**src/rtl/ocmp_pkg.sv**
```systemverilog
package ocmp_pkg;
  typedef enum logic [2:0] {
    OC_OFF  = 3'd0,
    OC_SET  = 3'd1,
    OC_CLR  = 3'd2,
    OC_TGL  = 3'd3,
    OC_DLY  = 3'd4,
    OC_CONT = 3'd5,
    OC_PWM  = 3'd6,
    OC_PWMF = 3'd7
  } oc_mode_e;

  typedef enum logic [1:0] {
    RA_PRI = 2'd0,
    RA_SEC = 2'd1,
    RA_CTL = 2'd2,
    RA_ACK = 2'd3
  } oc_addr_e;

  localparam int unsigned CTL_SEL_BIT = 3;
endpackage

```
**src/rtl/ocmp_rstsync.sv**
```systemverilog
module ocmp_rstsync #(
  parameter int unsigned STAGES = 2
) (
  input  logic clk,
  input  logic rst_n,
  output logic rst_q
);
  logic [STAGES-1:0] chain_q;

  always_ff @(posedge clk or negedge rst_n) begin
    if (!rst_n) chain_q <= '0;
    else        chain_q <= {chain_q[STAGES-2:0], 1'b1};
  end

  assign rst_q = chain_q[STAGES-1];
endmodule

```
**src/rtl/ocmp_regs.sv**
```systemverilog
module ocmp_regs
  import ocmp_pkg::*;
#(
  parameter int unsigned CW = 16
) (
  input  logic          clk,
  input  logic          rst_n,
  input  logic          wr_en,
  input  logic [1:0]    wr_addr,
  input  logic [CW-1:0] wr_data,
  output logic [CW-1:0] pri_q,
  output logic [CW-1:0] sec_q,
  output oc_mode_e      mode_q,
  output logic          sel_q,
  output logic          ctl_load,
  output logic          flag_clr
);
  logic [CW-1:0] pri_n, sec_n;
  oc_mode_e      mode_n;
  logic          sel_n, load_n, clr_n;

  always_comb begin
    pri_n  = pri_q;
    sec_n  = sec_q;
    mode_n = mode_q;
    sel_n  = sel_q;
    load_n = 1'b0;
    clr_n  = 1'b0;
    if (wr_en) begin
      unique case (oc_addr_e'(wr_addr))
        RA_PRI: pri_n = wr_data;
        RA_SEC: sec_n = wr_data;
        RA_CTL: begin
          mode_n = oc_mode_e'(wr_data[2:0]);
          sel_n  = wr_data[CTL_SEL_BIT];
          load_n = 1'b1;
        end
        RA_ACK: clr_n = 1'b1;
        default: ;
      endcase
    end
  end

  always_ff @(posedge clk or negedge rst_n) begin
    if (!rst_n) begin
      pri_q    <= '0;
      sec_q    <= '0;
      mode_q   <= OC_OFF;
      sel_q    <= 1'b0;
      ctl_load <= 1'b0;
      flag_clr <= 1'b0;
    end else begin
      if (wr_en) begin
        pri_q  <= pri_n;
        sec_q  <= sec_n;
        mode_q <= mode_n;
        sel_q  <= sel_n;
      end
      ctl_load <= load_n;
      flag_clr <= clr_n;
    end
  end
endmodule

```
**src/rtl/ocmp_tbase.sv**
```systemverilog
module ocmp_tbase #(
  parameter int unsigned CW   = 16,
  parameter int unsigned NSRC = 2
) (
  input  logic [CW-1:0] cnt_a,
  input  logic          roll_a,
  input  logic [CW-1:0] cnt_b,
  input  logic          roll_b,
  input  logic          sel,
  input  logic [CW-1:0] pri,
  input  logic [CW-1:0] sec,
  output logic [CW-1:0] cnt,
  output logic          roll,
  output logic          hit_p,
  output logic          hit_s
);
  localparam int unsigned SW = $clog2(NSRC);

  logic [CW-1:0] cnt_v  [NSRC];
  logic          roll_v [NSRC];
  logic [SW-1:0] idx;

  assign cnt_v[0]  = cnt_a;
  assign roll_v[0] = roll_a;
  assign cnt_v[1]  = cnt_b;
  assign roll_v[1] = roll_b;
  assign idx       = SW'(sel);

  assign cnt   = cnt_v[idx];
  assign roll  = roll_v[idx];
  assign hit_p = (cnt == pri);
  assign hit_s = (cnt == sec);
endmodule

```
**src/rtl/ocmp_core.sv**
```systemverilog
module ocmp_core
  import ocmp_pkg::*;
#(
  parameter int unsigned CW = 16
) (
  input  logic          clk,
  input  logic          rst_n,
  input  oc_mode_e      mode,
  input  logic          ctl_load,
  input  logic          flag_clr,
  input  logic [CW-1:0] cnt,
  input  logic          roll,
  input  logic          hit_p,
  input  logic          hit_s,
  input  logic [CW-1:0] sec,
  input  logic          fault,
  output logic          pin,
  output logic          oe,
  output logic          flag
);
  logic          pin_q, pin_n, oe_q, oe_n, flag_q, flag_n;
  logic          done_q, done_n, flt_q, flt_n, ev;
  logic [CW-1:0] duty_q, duty_n;

  always_comb begin
    pin_n  = pin_q;
    oe_n   = oe_q;
    done_n = done_q;
    flt_n  = flt_q;
    duty_n = duty_q;
    ev     = 1'b0;
    if (ctl_load) begin
      pin_n  = (mode == OC_CLR);
      oe_n   = (mode != OC_OFF);
      done_n = 1'b0;
      flt_n  = 1'b0;
      duty_n = sec;
    end else begin
      unique case (mode)
        OC_SET: if (hit_p) begin pin_n = 1'b1;    ev = 1'b1; end
        OC_CLR: if (hit_p) begin pin_n = 1'b0;    ev = 1'b1; end
        OC_TGL: if (hit_p) begin pin_n = ~pin_q;  ev = 1'b1; end
        OC_DLY, OC_CONT: begin
          if (pin_q && hit_s) begin
            pin_n = 1'b0;
            ev    = 1'b1;
            if (mode == OC_DLY) done_n = 1'b1;
          end else if (!pin_q && hit_p && !done_q) begin
            pin_n = 1'b1;
          end
        end
        OC_PWM, OC_PWMF: begin
          if ((mode == OC_PWMF) && (flt_q || fault)) begin
            pin_n = 1'b0;
            flt_n = 1'b1;
            ev    = !flt_q;
          end else if (roll) begin
            duty_n = sec;
            pin_n  = (sec != '0);
            ev     = 1'b1;
          end else if (cnt == duty_q) begin
            pin_n = 1'b0;
          end
        end
        default: pin_n = 1'b0;
      endcase
    end
    flag_n = (flag_q & ~flag_clr) | ev;
  end

  always_ff @(posedge clk or negedge rst_n) begin
    if (!rst_n) begin
      pin_q  <= 1'b0;
      oe_q   <= 1'b0;
      flag_q <= 1'b0;
      done_q <= 1'b0;
      flt_q  <= 1'b0;
      duty_q <= '0;
    end else begin
      pin_q  <= pin_n;
      oe_q   <= oe_n;
      flag_q <= flag_n;
      done_q <= done_n;
      flt_q  <= flt_n;
      duty_q <= duty_n;
    end
  end

  assign pin  = oe_q & pin_q;
  assign oe   = oe_q;
  assign flag = flag_q;
endmodule

```
**src/rtl/ocmp_unit.sv**
```systemverilog
module ocmp_unit
  import ocmp_pkg::*;
#(
  parameter int unsigned CW = 16
) (
  input  logic          clk,
  input  logic          rst_n,
  input  logic [CW-1:0] tmr_a_cnt,
  input  logic          tmr_a_roll,
  input  logic [CW-1:0] tmr_b_cnt,
  input  logic          tmr_b_roll,
  input  logic          reg_wr,
  input  logic [1:0]    reg_addr,
  input  logic [CW-1:0] reg_wdata,
  input  logic          fault_i,
  output logic          pin_o,
  output logic          pin_oe_o,
  output logic          flag_o
);
  logic          rst_q;
  logic [CW-1:0] pri_q, sec_q, cnt_sel;
  oc_mode_e      mode;
  logic          sel_q, ctl_load, flag_clr, roll_sel, hit_p, hit_s;

  ocmp_rstsync #(.STAGES(2)) u_rst (
    .clk(clk), .rst_n(rst_n), .rst_q(rst_q)
  );

  ocmp_regs #(.CW(CW)) u_regs (
    .clk(clk), .rst_n(rst_q), .wr_en(reg_wr), .wr_addr(reg_addr),
    .wr_data(reg_wdata), .pri_q(pri_q), .sec_q(sec_q), .mode_q(mode),
    .sel_q(sel_q), .ctl_load(ctl_load), .flag_clr(flag_clr)
  );

  ocmp_tbase #(.CW(CW), .NSRC(2)) u_tbase (
    .cnt_a(tmr_a_cnt), .roll_a(tmr_a_roll), .cnt_b(tmr_b_cnt),
    .roll_b(tmr_b_roll), .sel(sel_q), .pri(pri_q), .sec(sec_q),
    .cnt(cnt_sel), .roll(roll_sel), .hit_p(hit_p), .hit_s(hit_s)
  );

  ocmp_core #(.CW(CW)) u_core (
    .clk(clk), .rst_n(rst_q), .mode(mode), .ctl_load(ctl_load),
    .flag_clr(flag_clr), .cnt(cnt_sel), .roll(roll_sel), .hit_p(hit_p),
    .hit_s(hit_s), .sec(sec_q), .fault(fault_i), .pin(pin_o),
    .oe(pin_oe_o), .flag(flag_o)
  );
endmodule

```
**config.mk**
```make
export PLATFORM = sky130hd
export DESIGN_NAME = ocmp_unit
export DESIGN_NICKNAME = d
export VERILOG_FILES = /design/src/rtl/ocmp_pkg.sv /design/src/rtl/ocmp_rstsync.sv /design/src/rtl/ocmp_regs.sv /design/src/rtl/ocmp_tbase.sv /design/src/rtl/ocmp_core.sv /design/src/rtl/ocmp_unit.sv
export SDC_FILE = /design/constraint.sdc
export NUM_CORES = 1
export LEC_CHECK = 0
export ABC_AREA = 1
export BUFFER_PORTS_ARGS = -buffer_cell sky130_fd_sc_hd__buf_2
export CAP_MARGIN = 10
export CORE_ASPECT_RATIO = 0.7
export CORE_MARGIN = 4
export CORE_UTILIZATION = 55
export CTS_CLUSTER_DIAMETER = 200
export DETAILED_ROUTE_END_ITERATION = 10
export PLACE_DENSITY = 0.83
export RECOVER_POWER = 100
export SYNTH_ARGS = -nofsm -noshare
export SYNTH_HDL_FRONTEND = slang
export SYNTH_SLANG_ARGS = --single-unit
export TNS_END_PERCENT = 50
```
**constraint.sdc**
```tcl
create_clock -name clk -period 2.7 [get_ports clk]
set_input_delay 0.27 -clock clk [delete_from_list [all_inputs] [get_ports clk]]
set_output_delay 0.27 -clock clk [all_outputs]
set_load 0.1 [all_outputs]
```
==> results.yml, run 1 <==
outcome:
  status: "finished clean"
place:
  port_buffers: 58
  place_ws_ns: 0.626
  hpwl_um: 8170
  place_congestion: 0.951
detailed_routing:
  m1WireLength_um: 4970
  ant_nets: 0
  vias: 4013
  top_layer_used: "met4"
  drt_iter0_drc: 358
  dr.pass1.iters: 7
  wirelength_um: 10700
  viasPerCell: 5.24
  wl_met2_um: 4800
  met3_length_um: 797
  post-route-drc-count: 0
  drt-wirelength-per-cell_um: 13.9
timing:
  worst_slew_pin_slew_ns: 1.39
  rsz0062_at_grt: "false"
  finalWorstSetupSlack_ns: 0.536
  period_needed_ns: 2.16
  hold_slack_ns: 0.153
  fmax_mhz: 462
  setup_tns_ns: 0
  period_share_pct: 80.1
  hold_viol_final: 0
  skew_ns: 0.00662
  slew_headroom_pct: 7.43
  drv_slew: 0
  setup_viol: 0
power:
  p_int_mw: 1.88
  max-vdd-ir-drop_v: 0.000375
  p_sw_share_pct: 41.1
  clock_power_share_pct: 25.2
  combPwrFrac_pct: 34.7
  power.switching_mw: 1.31
  p_seq_share_pct: 40.1
  p_leak_nw: 2.47
  cellPowerDensity_nw_per_um2: 719
logic_synthesis:
  syn_avg_cell_area_sq_um: 6.45
  yosysTopAreaCellShare_pct: 39.1
  yosysSeqAreaShare_pct: 39.1
  yosys_warnings: 0
  yosys-top-cells-area: "dfrtp_1, nand2_1, nand3_1, inv_1, o21ai_0"
  synth_top_cell_by_area: "dfrtp_1"
  syn-num-nets: 662
  synth_common_cells: "nand2_1, inv_1, nand3_1"
  netlist_area_sq_um: 3910
  postSynth.asyncResetShare_pct: 100
  synth_edf_count: 0
  yosys_register_bits: 61
  yosysMostFrequentCell: "nand2_1"
  syn_inst: 606
  synth_ff_type: "dfrtp_1"
  ys_types: 25
clock_network:
  cts_max_level: 3
  clkTransAtPathRegs_ns: 0.07
  cts_buffers: 9
  cts.sinks: 61
  cts-hold-fix-buffers: 1
  cts.root.buffer_cell: "clkbuf_8"
  cts_resized: 0
  clk_path_buf_depth: 2
  post-cts-setup-buffers: 0
  clk_latency_ns: 0.35
  cts_tree: "yes"
layout:
  area_growth_pct: 13.3
  layout-drive-gt1-share_pct: 12.5
  n_antenna_cell: 0
  finalNetCount: 723
worst_hold_path:
  hold_class: "in2reg"
global_routing:
  grt_max_degree: 33
  grt_pass1_wl_um: 18100
  grt_pass1_vias: 3949
  grt_usage_pct: 27.2
  antenna_found_initial: 0
  grt-ovfl-total: 0
critical_path:
  path_buf_inv: 3
  cpMostUsedCell: "nand2_1"
  critical_path.slowest_cell: "buf_4"
  end_kind: "flip-flop"
  max_stage_delay_ns: 0.33
  critPathLaunchType: "flip-flop"
  cp.arrival_ns: 2.41
  cp.required_ns: 2.94
  path_max_fanout: 28
  rrSetupSlack_ns: 0.54
  path_class: "reg2reg"
  crit_family: "simple AND/OR/NAND/NOR gates"
  worstPathCellList: "buf_4, inv_8, nand2_1, nand2_1, nand2_1, nand2_1, nor2_1, nand2_1, nor2_1, nand2_1, nand2_1, nand2_1, inv_1, nand3_1, nand2_1, nand2_1"
die:
  row_count: 25
  core_area_sq_um: 6820
  die_h_um: 78.5
  ios: 59
  die_area_sq_um: 8540
  die_w_um: 109
  floorplan.initialDensity_pct: 57.3
job:
  maxCapViolations: 0
==> worst register-to-register path, cell delays in order (launching register included) <==
cell and delay (ns):
dfrtp_1 0.32, buf_4 0.33, inv_8 0.17, nand2_1 0.15
nand2_1 0.10, nand2_1 0.07, nand2_1 0.07, nor2_1 0.13
nand2_1 0.08, nor2_1 0.17, nand2_1 0.12, nand2_1 0.09
nand2_1 0.05, inv_1 0.04, nand3_1 0.06, nand2_1 0.06
nand2_1 0.05
==> per-layer routing <==
metal | track usage [%] | vias up
li1 | - | 2029
met1 | 37.1 | 1829
met2 | 43.3 | 144
met3 | 7.15 | 11
met4 | 6.56 | 0
met5 | 0 | -
==> metrics by stage <==
| step | util [%] | power, mW | std cells | instance area, sq um |
|---|---|---|---|---|
| 3_5_place_dp | 62.4 | 2.39 | 749 | 4260 |
| 5_1_grt | 64.9 | 3.43 | 766 | 4430 |
| 2_1_floorplan | - | 2.11 | 606 | 3910 |
| 6_report | 64.9 | 3.18 | 766 | 4430 |
| 3_3_place_gp | 62.4 | 2.36 | 749 | 4260 |
| 4_1_cts | 65.4 | 3.20 | 766 | 4460 |
==> cells in the final DEF, fill, tap and decap left out, types with 6 or more instances in the layout <==
master,instances
nand2_2,11
inv_1,89
nand3b_1,10
nor2_1,49
clkbuf_8,9
nand2_1,218
dfrtp_1,61
o21ai_0,55
buf_2,53
nor3_1,6
nand3_1,75
clkbuf_1,10
==> registers in the layout, indices dropped and copies added (netlist names) <==
signal           cells
u_regs.ctl_load      1
u_regs.sec_q        16
u_core.flt_q         1
u_core.oe            1
u_rst.chain_q        2
u_regs.pri_q        16
u_regs.mode_q        3
u_regs.sel_q         1
u_core.pin_q         1
u_regs.flag_clr      1
u_core.done_q        1
u_core.flag          1
u_core.duty_q       16
==> kinds of logic after synthesis <==
group / after synthesis / synth area share, %
other: 1 / 0.0960
flip-flops: 61 / 39.1
AND/OR/NAND/NOR: 376 / 40.9
AO/OA/AOI/OAI: 63 / 8.33
buffers and inverters: 105 / 11.6
==> power groups by stage <==
| stage | sequential [mW] | clock, mW | combinational (mW) |
|---|---|---|---|
| after global placement | 1.28 | 0 | 1.08 |
| after CTS | 1.27 | 0.820 | 1.11 |
| after global routing | 1.30 | 0.864 | 1.26 |
| after detailed placement | 1.29 | 0 | 1.10 |
| after floorplan | 1.31 | 0 | 0.795 |
| final | 1.28 | 0.802 | 1.11 |
==> final timing paths <==
| kind | from | to | cells past startpoint |
|---|---|---|---|
| hold / removal | reg_wdata[0] | u_regs.mode_q[0]$_DFFE_PN0P_ | 3 |
| setup reg to reg | u_regs.sel_q$_DFFE_PN0P_ | u_core.pin_q$_DFFE_PN0P_ | 16 |
| min in group asynchronous | rst_n | u_rst.chain_q[0]$_DFF_PN0_ | 2 |
| hold reg to reg | u_rst.chain_q[0]$_DFF_PN0_ | u_rst.chain_q[1]$_DFF_PN0_ | 0 |
| max in group asynchronous | u_rst.chain_q[1]$_DFF_PN0_ | u_regs.pri_q[0]$_DFFE_PN0P_ | 1 |
| setup / recovery | u_regs.sel_q$_DFFE_PN0P_ | u_core.pin_q$_DFFE_PN0P_ | 16 |
==> final cells by class <==
class	count	area (sq um)
timing repair buffer	65	322
clock buffer	10	128
inverter	90	345
multi-input combinational	440	1920
sequential	61	1530
fill	691	2390
tap	94	118
clock inverter	6	63.8
(Power assumes the default switching activity.)
==> inputs of run 2 (changes only) <==
==> constraint.sdc (replaced) <==
create_clock -name clk -period 2.1 [get_ports clk]
set_input_delay 0.21 -clock clk [delete_from_list [all_inputs] [get_ports clk]]
set_output_delay 0.21 -clock clk [all_outputs]
set_load 0.1 [all_outputs]
==> run 2 against run 1 <==
Net effect:
- the run now ends with capacitance limit, slew limit left
- sequential share of layout area is 0.85 points lower
- setup slack worse by 0.41 ns
- cell count is 0.52% higher
- sequential power is 28% higher
- global-route usage is 0.41 points lower
- hold slack worse by 0.061 ns
- design area is 2.6% higher
- largest cell class unchanged
- fmax is 9.7% higher
- clock power is 19% higher
- routed wire length is 5.8% higher
- via count is 3.6% higher
==> results.yml, run 2 (synthesized netlist as in run 1, its figures left out) <==
layout:
  n_antenna_cell: 0
  final_cell_mix: "nand2_1, inv_1, nand3_1"
  top_regs: "u_core.duty_q (16), u_regs.pri_q (16), u_regs.sec_q (16)"
  final_cells: 770
  layout-drive-gt1-share_pct: 15.4
  finalNetCount: 727
  layout_commonest_cell: "nand2_1"
  area_growth_pct: 16.2
timing:
  period_share_pct: 93.9
  period_needed_ns: 1.97
  worst_slew_pin_slew_ns: 1.50
  hold_viol_final: 0
  rsz0062_at_grt: "true"
  drv_slew: 26
  slew_headroom_pct: -0.0316
  hold_slack_ns: 0.0919
  setup_viol: 0
  fmax_mhz: 507
  skew_ns: 0.0106
  finalWorstSetupSlack_ns: 0.127
critical_path:
  cp.required_ns: 2.34
  path_max_fanout: 6
  crit_family: "simple AND/OR/NAND/NOR gates"
  path_buf_inv: 3
  r2r_cells: 16
  critical_path.slowest_cell: "dfrtp_1"
  rrSetupSlack_ns: 0.13
  path_class: "reg2reg"
  cp.arrival_ns: 2.22
  cpMostUsedCell: "nand2_1"
  end_kind: "flip-flop"
  worstPathCellList: "buf_12, buf_4, nand2_2, nand2_1, nand2_1, nand2_1, nor2_1, nand2_1, nor2_1, nand2_1, nand2_1, nand2_1, inv_1, nand3_1, nand2_1, nand2_1"
  max_stage_delay_ns: 0.42
  r2r-end: "u_core.pin_q$_DFFE_PN0P_"
  r2r-start: "u_regs.sel_q$_DFFE_PN0P_"
  critPathLaunchType: "flip-flop"
die:
  ios: 59
  row_count: 25
  floorplan.initialDensity_pct: 57.3
  die_h_um: 78.5
  die_w_um: 109
  core_area_sq_um: 6820
  die_area_sq_um: 8540
place:
  place_congestion: 0.901
  dpl.cell_count: 749
  port_buffers: 58
  place_ws_ns: 0.107
  hpwl_um: 7950
outcome:
  violations: "capacitance limit, slew limit"
  status: "complete, but fails checks"
worst_hold_path:
  hold_class: "in2reg"
  holdPathEnd: "u_regs.mode_q[1]$_DFFE_PN0P_"
  hp-start: "reg_wdata[1]"
  hold_depth: 3
detailed_routing:
  post-route-drc-count: 0
  wirelength_um: 11300
  drt_iter0_drc: 351
  drt-wirelength-per-cell_um: 14.7
  viasPerCell: 5.40
  dr.pass1.iters: 5
  ant_nets: 0
  vias: 4159
global_routing:
  grt_pass1_wl_um: 17800
  grt_usage_pct: 26.8
  use_met3_pct: 6.16
  grt-ovfl-total: 0
  gr-usage-met1_pct: 37.3
  grt_max_degree: 60
  antenna_found_initial: 0
  gr-usage-met2_pct: 41.5
  grt_pass1_vias: 3743
  top_usage_layer: "met2"
clock_network:
  clk_latency_ns: 0.35
  cts_max_level: 3
  cts.sinks: 61
  clkTransAtPathRegs_ns: 0.07
  cts_tree: "yes"
  cts_buffers: 9
  cts.root.buffer_cell: "clkbuf_8"
  clk_path_buf_depth: 2
power:
  power.total_mw: 4.13
  cellPowerDensity_nw_per_um2: 909
  max-vdd-ir-drop_v: 0.000433
  p_leak_nw: 2.51
job:
  maxCapViolations: 1
[run 2: worst max-delay path by stage]
stage | startpoint | to | slack [ns] | cells after the start
CTS | u_regs.sel_q$_DFFE_PN0P_ | u_core.flag$_DFF_PN0_ | 0.1 | 13
detailed placement | u_regs.sel_q$_DFFE_PN0P_ | u_core.flag$_DFF_PN0_ | 0.11 | 13
global route | u_regs.sel_q$_DFFE_PN0P_ | u_core.pin_q$_DFFE_PN0P_ | -0.06 | 15
finish | u_regs.sel_q$_DFFE_PN0P_ | u_core.pin_q$_DFFE_PN0P_ | 0.13 | 16
global placement | u_regs.sel_q$_DFFE_PN0P_ | u_core.flag$_DFF_PN0_ | 0.13 | 13
floorplan | u_core.oe$_DFFE_PN0P_ | pin_o | 0.24 | 2
[run 2: area by class of cell]
cell class | instances | area, sq um
inverters | 90 | 364
fillers | 647 | 2280
flip-flops and latches | 61 | 1530
clock buffers | 12 | 145
clock inverters | 4 | 25.0
repair buffers | 69 | 402
well taps | 94 | 118
multi-input cells | 440 | 1960
[run 2: timing repair]
item / 4_1_cts / 5_1_grt
buffers inserted: 0 / 3
hold endpoints to repair: 2 / 0
hold buffers: 1 / 0
gates resized for setup: 0 / 18
endpoints found under the setup margin: 0 / 3
[run 2: tightest hold or removal path: stages]
cell and delay, ns:
buf_2 0.09, nand2_1 0.04, o21ai_0 0.06
[run 2: power breakdown]
| group | total, mW | switching (mW) | internal, mW |
|---|---|---|---|
| clock network | 0.954 | 0.497 | 0.457 |
| registers | 1.64 | 0.224 | 1.41 |
| logic | 1.54 | 1.03 | 0.509 |
| total | 4.13 | 1.75 | 2.38 |
[run 2: stage by stage]
stage                     TNS (ns)  instance area [sq um]  utilization [%]
after detailed placement         0                   4290             63.0
after CTS                        0                   4470             65.6
final                            0                   4540             66.6
after global routing       -0.0740                   4540             66.6
after global placement           0                   4290             63.0
after floorplan                  0                   3910                -
[run 2: per-layer routing]
layer,wire length [um],share of wire [%]
met5,0,0
met3,950,8.4
met1,5010,44
met2,5100,45
met4,245,2.2
==> inputs of run 3 (changes only) <==
--- a/config.mk
+++ b/config.mk
@@ -17,5 +17,6 @@
 export RECOVER_POWER = 100
 export SYNTH_ARGS = -nofsm -noshare
 export SYNTH_HDL_FRONTEND = slang
+export SYNTH_HIERARCHICAL = 1
 export SYNTH_SLANG_ARGS = --single-unit
 export TNS_END_PERCENT = 50
==> run 3 against run 2 <==
Net effect:
- the flow finishes with violations (setup timing)
- clock skew rose by 0.0049 ns
- first-iteration DRC count rose by 51%
- fmax fell by 8.8%
- sequential power rose by 2%
- core utilization rose by 5.4 points
- clock-buffer cell count fell by 3
- combinational power rose by 8%
- non-clock buffer count rose by 18
- die area rose by 1.3%
- global-route usage fell by 0.95 points
==> results.yml, run 3 <==
logic_synthesis:
  synth_ff_type: "dfrtp_1"
  yosysSeqAreaShare_pct: 38.5
  synth_edf_count: 0
  yosys-top-cells-area: "dfrtp_1, nand2_1, inv_1, nand3b_1, nand3_1"
  ys_types: 28
  netlist_area_sq_um: 3960
  postSynth.asyncResetShare_pct: 100
  yosysTopAreaCellShare_pct: 38.5
  yosys_warnings: 6
  yosys_register_bits: 61
  syn_inst: 589
  synth_common_cells: "nand2_1, dfrtp_1, inv_1"
  syn-num-nets: 645
  syn_avg_cell_area_sq_um: 6.73
  yosysMostFrequentCell: "nand2_1"
  synth_top_cell_by_area: "dfrtp_1"
layout:
  final_cell_mix: "nand2_1, dfrtp_1, inv_1"
  finalNetCount: 726
  final_cells: 770
  layout_commonest_cell: "nand2_1"
  top_regs: "u_core/duty_q (16), u_regs/pri_q (16), u_regs/sec_q (16)"
  area_growth_pct: 25.1
  seq_area_sq_um: 1530
  stdcell_area_sq_um: 4950
  layout-drive-gt1-share_pct: 26.1
  multi_input_area_sq_um: 2210
  fill_cells: 556
detailed_routing:
  wirelength_um: 12200
  vias: 4322
  post-route-drc-count: 0
  drt-wirelength-per-cell_um: 15.9
  viasPerCell: 5.61
  ant_nets: 0
  drt_iter0_drc: 529
  dr.pass1.iters: 8
global_routing:
  grt_pass1_vias: 3660
  grt_max_degree: 33
  gr-usage-met2_pct: 39.6
  use_met3_pct: 6.17
  grt_pass1_wl_um: 17300
  grt_usage_pct: 25.9
  gr-usage-met1_pct: 37.4
  antenna_found_initial: 0
  top_usage_layer: "met2"
  grt-ovfl-total: 0
critical_path:
  max_stage_delay_ns: 0.48
  cp-startpoint: "u_regs/sel_q$_DFFE_PN0P_"
  r2r-end: "u_core/pin_q$_DFFE_PN0P_"
  end_kind: "flip-flop"
  worstPathCellList: "buf_6, clkinv_8, nand2_2, nand2_2, nand2_1, nand2_1, nand2_1, nor2_1, nand2_1, nor2_4, nand3b_1, a21oi_2, nor2_1, inv_1, nand2_1, nand2_1, nand2_1"
  rrSetupSlack_ns: -0.06
  cp.required_ns: 2.34
  crit_family: "simple AND/OR/NAND/NOR gates"
  critPathLaunchType: "flip-flop"
  path_class: "reg2reg"
  r2r-start: "u_regs/sel_q$_DFFE_PN0P_"
  critical_path.slowest_cell: "dfrtp_2"
  cpMostUsedCell: "nand2_1"
  path_buf_inv: 3
  r2r_cells: 17
  cp.arrival_ns: 2.41
  path_max_fanout: 5
clock_network:
  cts_buffers: 9
  clk_path_buf_depth: 2
  clk_latency_ns: 0.35
  cts_max_level: 3
  cts_tree: "yes"
  clkTransAtPathRegs_ns: 0.08
  cts.sinks: 61
  cts.root.buffer_cell: "clkbuf_8"
die:
  die_h_um: 79.0
  floorplan.initialDensity_pct: 57.6
  die_area_sq_um: 8650
  ios: 59
  die_w_um: 109
  core_area_sq_um: 6880
  row_count: 25
outcome:
  violations: "setup timing"
  status: "complete, but fails checks"
timing:
  skew_ns: 0.0155
  finalWorstSetupSlack_ns: -0.0634
  worst_slew_pin_slew_ns: 1.17
  rsz0062_at_grt: "true"
  period_share_pct: 103
  setup_viol: 1
  hold_viol_final: 0
  slew_headroom_pct: 22.6
  hold_slack_ns: 0.112
  setup_tns_ns: -0.0634
  drv_slew: 0
  period_needed_ns: 2.16
  fmax_mhz: 462
place:
  hpwl_um: 7940
  port_buffers: 58
  placed_area_sq_um: 4250
  dpl.cell_count: 727
  place_congestion: 0.913
worst_hold_path:
  hold_class: "in2reg"
  hold_depth: 3
  holdPathEnd: "u_regs/pri_q[4]$_DFFE_PN0P_"
  hp-start: "reg_wdata[4]"
power:
  cellPowerDensity_nw_per_um2: 922
  max-vdd-ir-drop_v: 0.000691
  p_leak_nw: 2.70
job:
  maxCapViolations: 0
run 3: changes by cell type after synthesis, sizes merged, moves of 11 or more:
cell,previous run,this run
o21ai,56,18
nand4,2,21
buf,7,18
nand3b,10,27
nand2,229,296
nand3,75,33
inv,90,61
run 3: kinds of logic (layout without fill, tap and decap cells):
group                  after synthesis  after routing  share of synthesized area (%)
AO/OA/AOI/OAI                       25             25                           4.77
AND/OR/NAND/NOR                    422            422                           46.4
flip-flops                          61             61                           38.5
buffers and inverters               80            166                           10.2
other                                1              2                         0.0947
run 3: worst max-delay path by stage:
stage                                     endpoint  cells past startpoint  slack (ns)
after floorplan                              pin_o                      2        0.24
after global placement    u_core/pin_q$_DFFE_PN0P_                     16        0.06
after detailed placement  u_core/pin_q$_DFFE_PN0P_                     16       -0.06
after CTS                 u_core/pin_q$_DFFE_PN0P_                     16        0.01
after global routing      u_core/pin_q$_DFFE_PN0P_                     17       -0.21
final                     u_core/pin_q$_DFFE_PN0P_                     17       -0.06
run 3: cell type report:
class | instances | area share (%)
clock inverter | 7 | 2.10
timing repair inverter | 2 | 0.556
tap | 94 | 2.37
timing repair buffer | 87 | 12.0
multi-input combinational | 448 | 44.6
inverter | 61 | 4.92
clock buffer | 9 | 2.50
sequential | 61 | 30.8
antenna | 1 | 0.0505
run 3: power by group:
part           internal, mW  switching, mW  leakage [nW]  total [mW]
sequential             1.41          0.279         0.766        1.68
combinational         0.634           1.03          1.82        1.66
clock                 0.685          0.538         0.115        1.22
run 3: worst register-to-register path: cells and delay by family (launching register included):
family | cells | cell delay [ns]
simple gates | 13 | 1.14
buf+inv | 3 | 0.33
flops | 1 | 0.48
compound gates | 1 | 0.12
run 3: through the flow:
step                      util (%)  power, mW  setup slack (ns)
after global placement        61.7       2.95            0.0552
after floorplan                  -       2.67             0.245
final                         72.0       4.57           -0.0634
after CTS                     65.3       4.23            0.0122
after global routing          72.0       4.81            -0.212
after detailed placement      61.7       3.00           -0.0553
run 3: layer usage:
metal | vias to the layer above | routed length, um
li1 | 2003 | -
met1 | 2001 | 4890
met2 | 262 | 5520
met3 | 56 | 1420
met4 | 0 | 403
met5 | - | 0
run 3: repair_timing:
item	CTS	global route
cloned	0	4
endpoints found under the hold margin	2	0
resized for setup	3	77
setup endpoints to repair	1	3
pin swaps	0	30
hold buffers	1	0
setup buffers	0	21
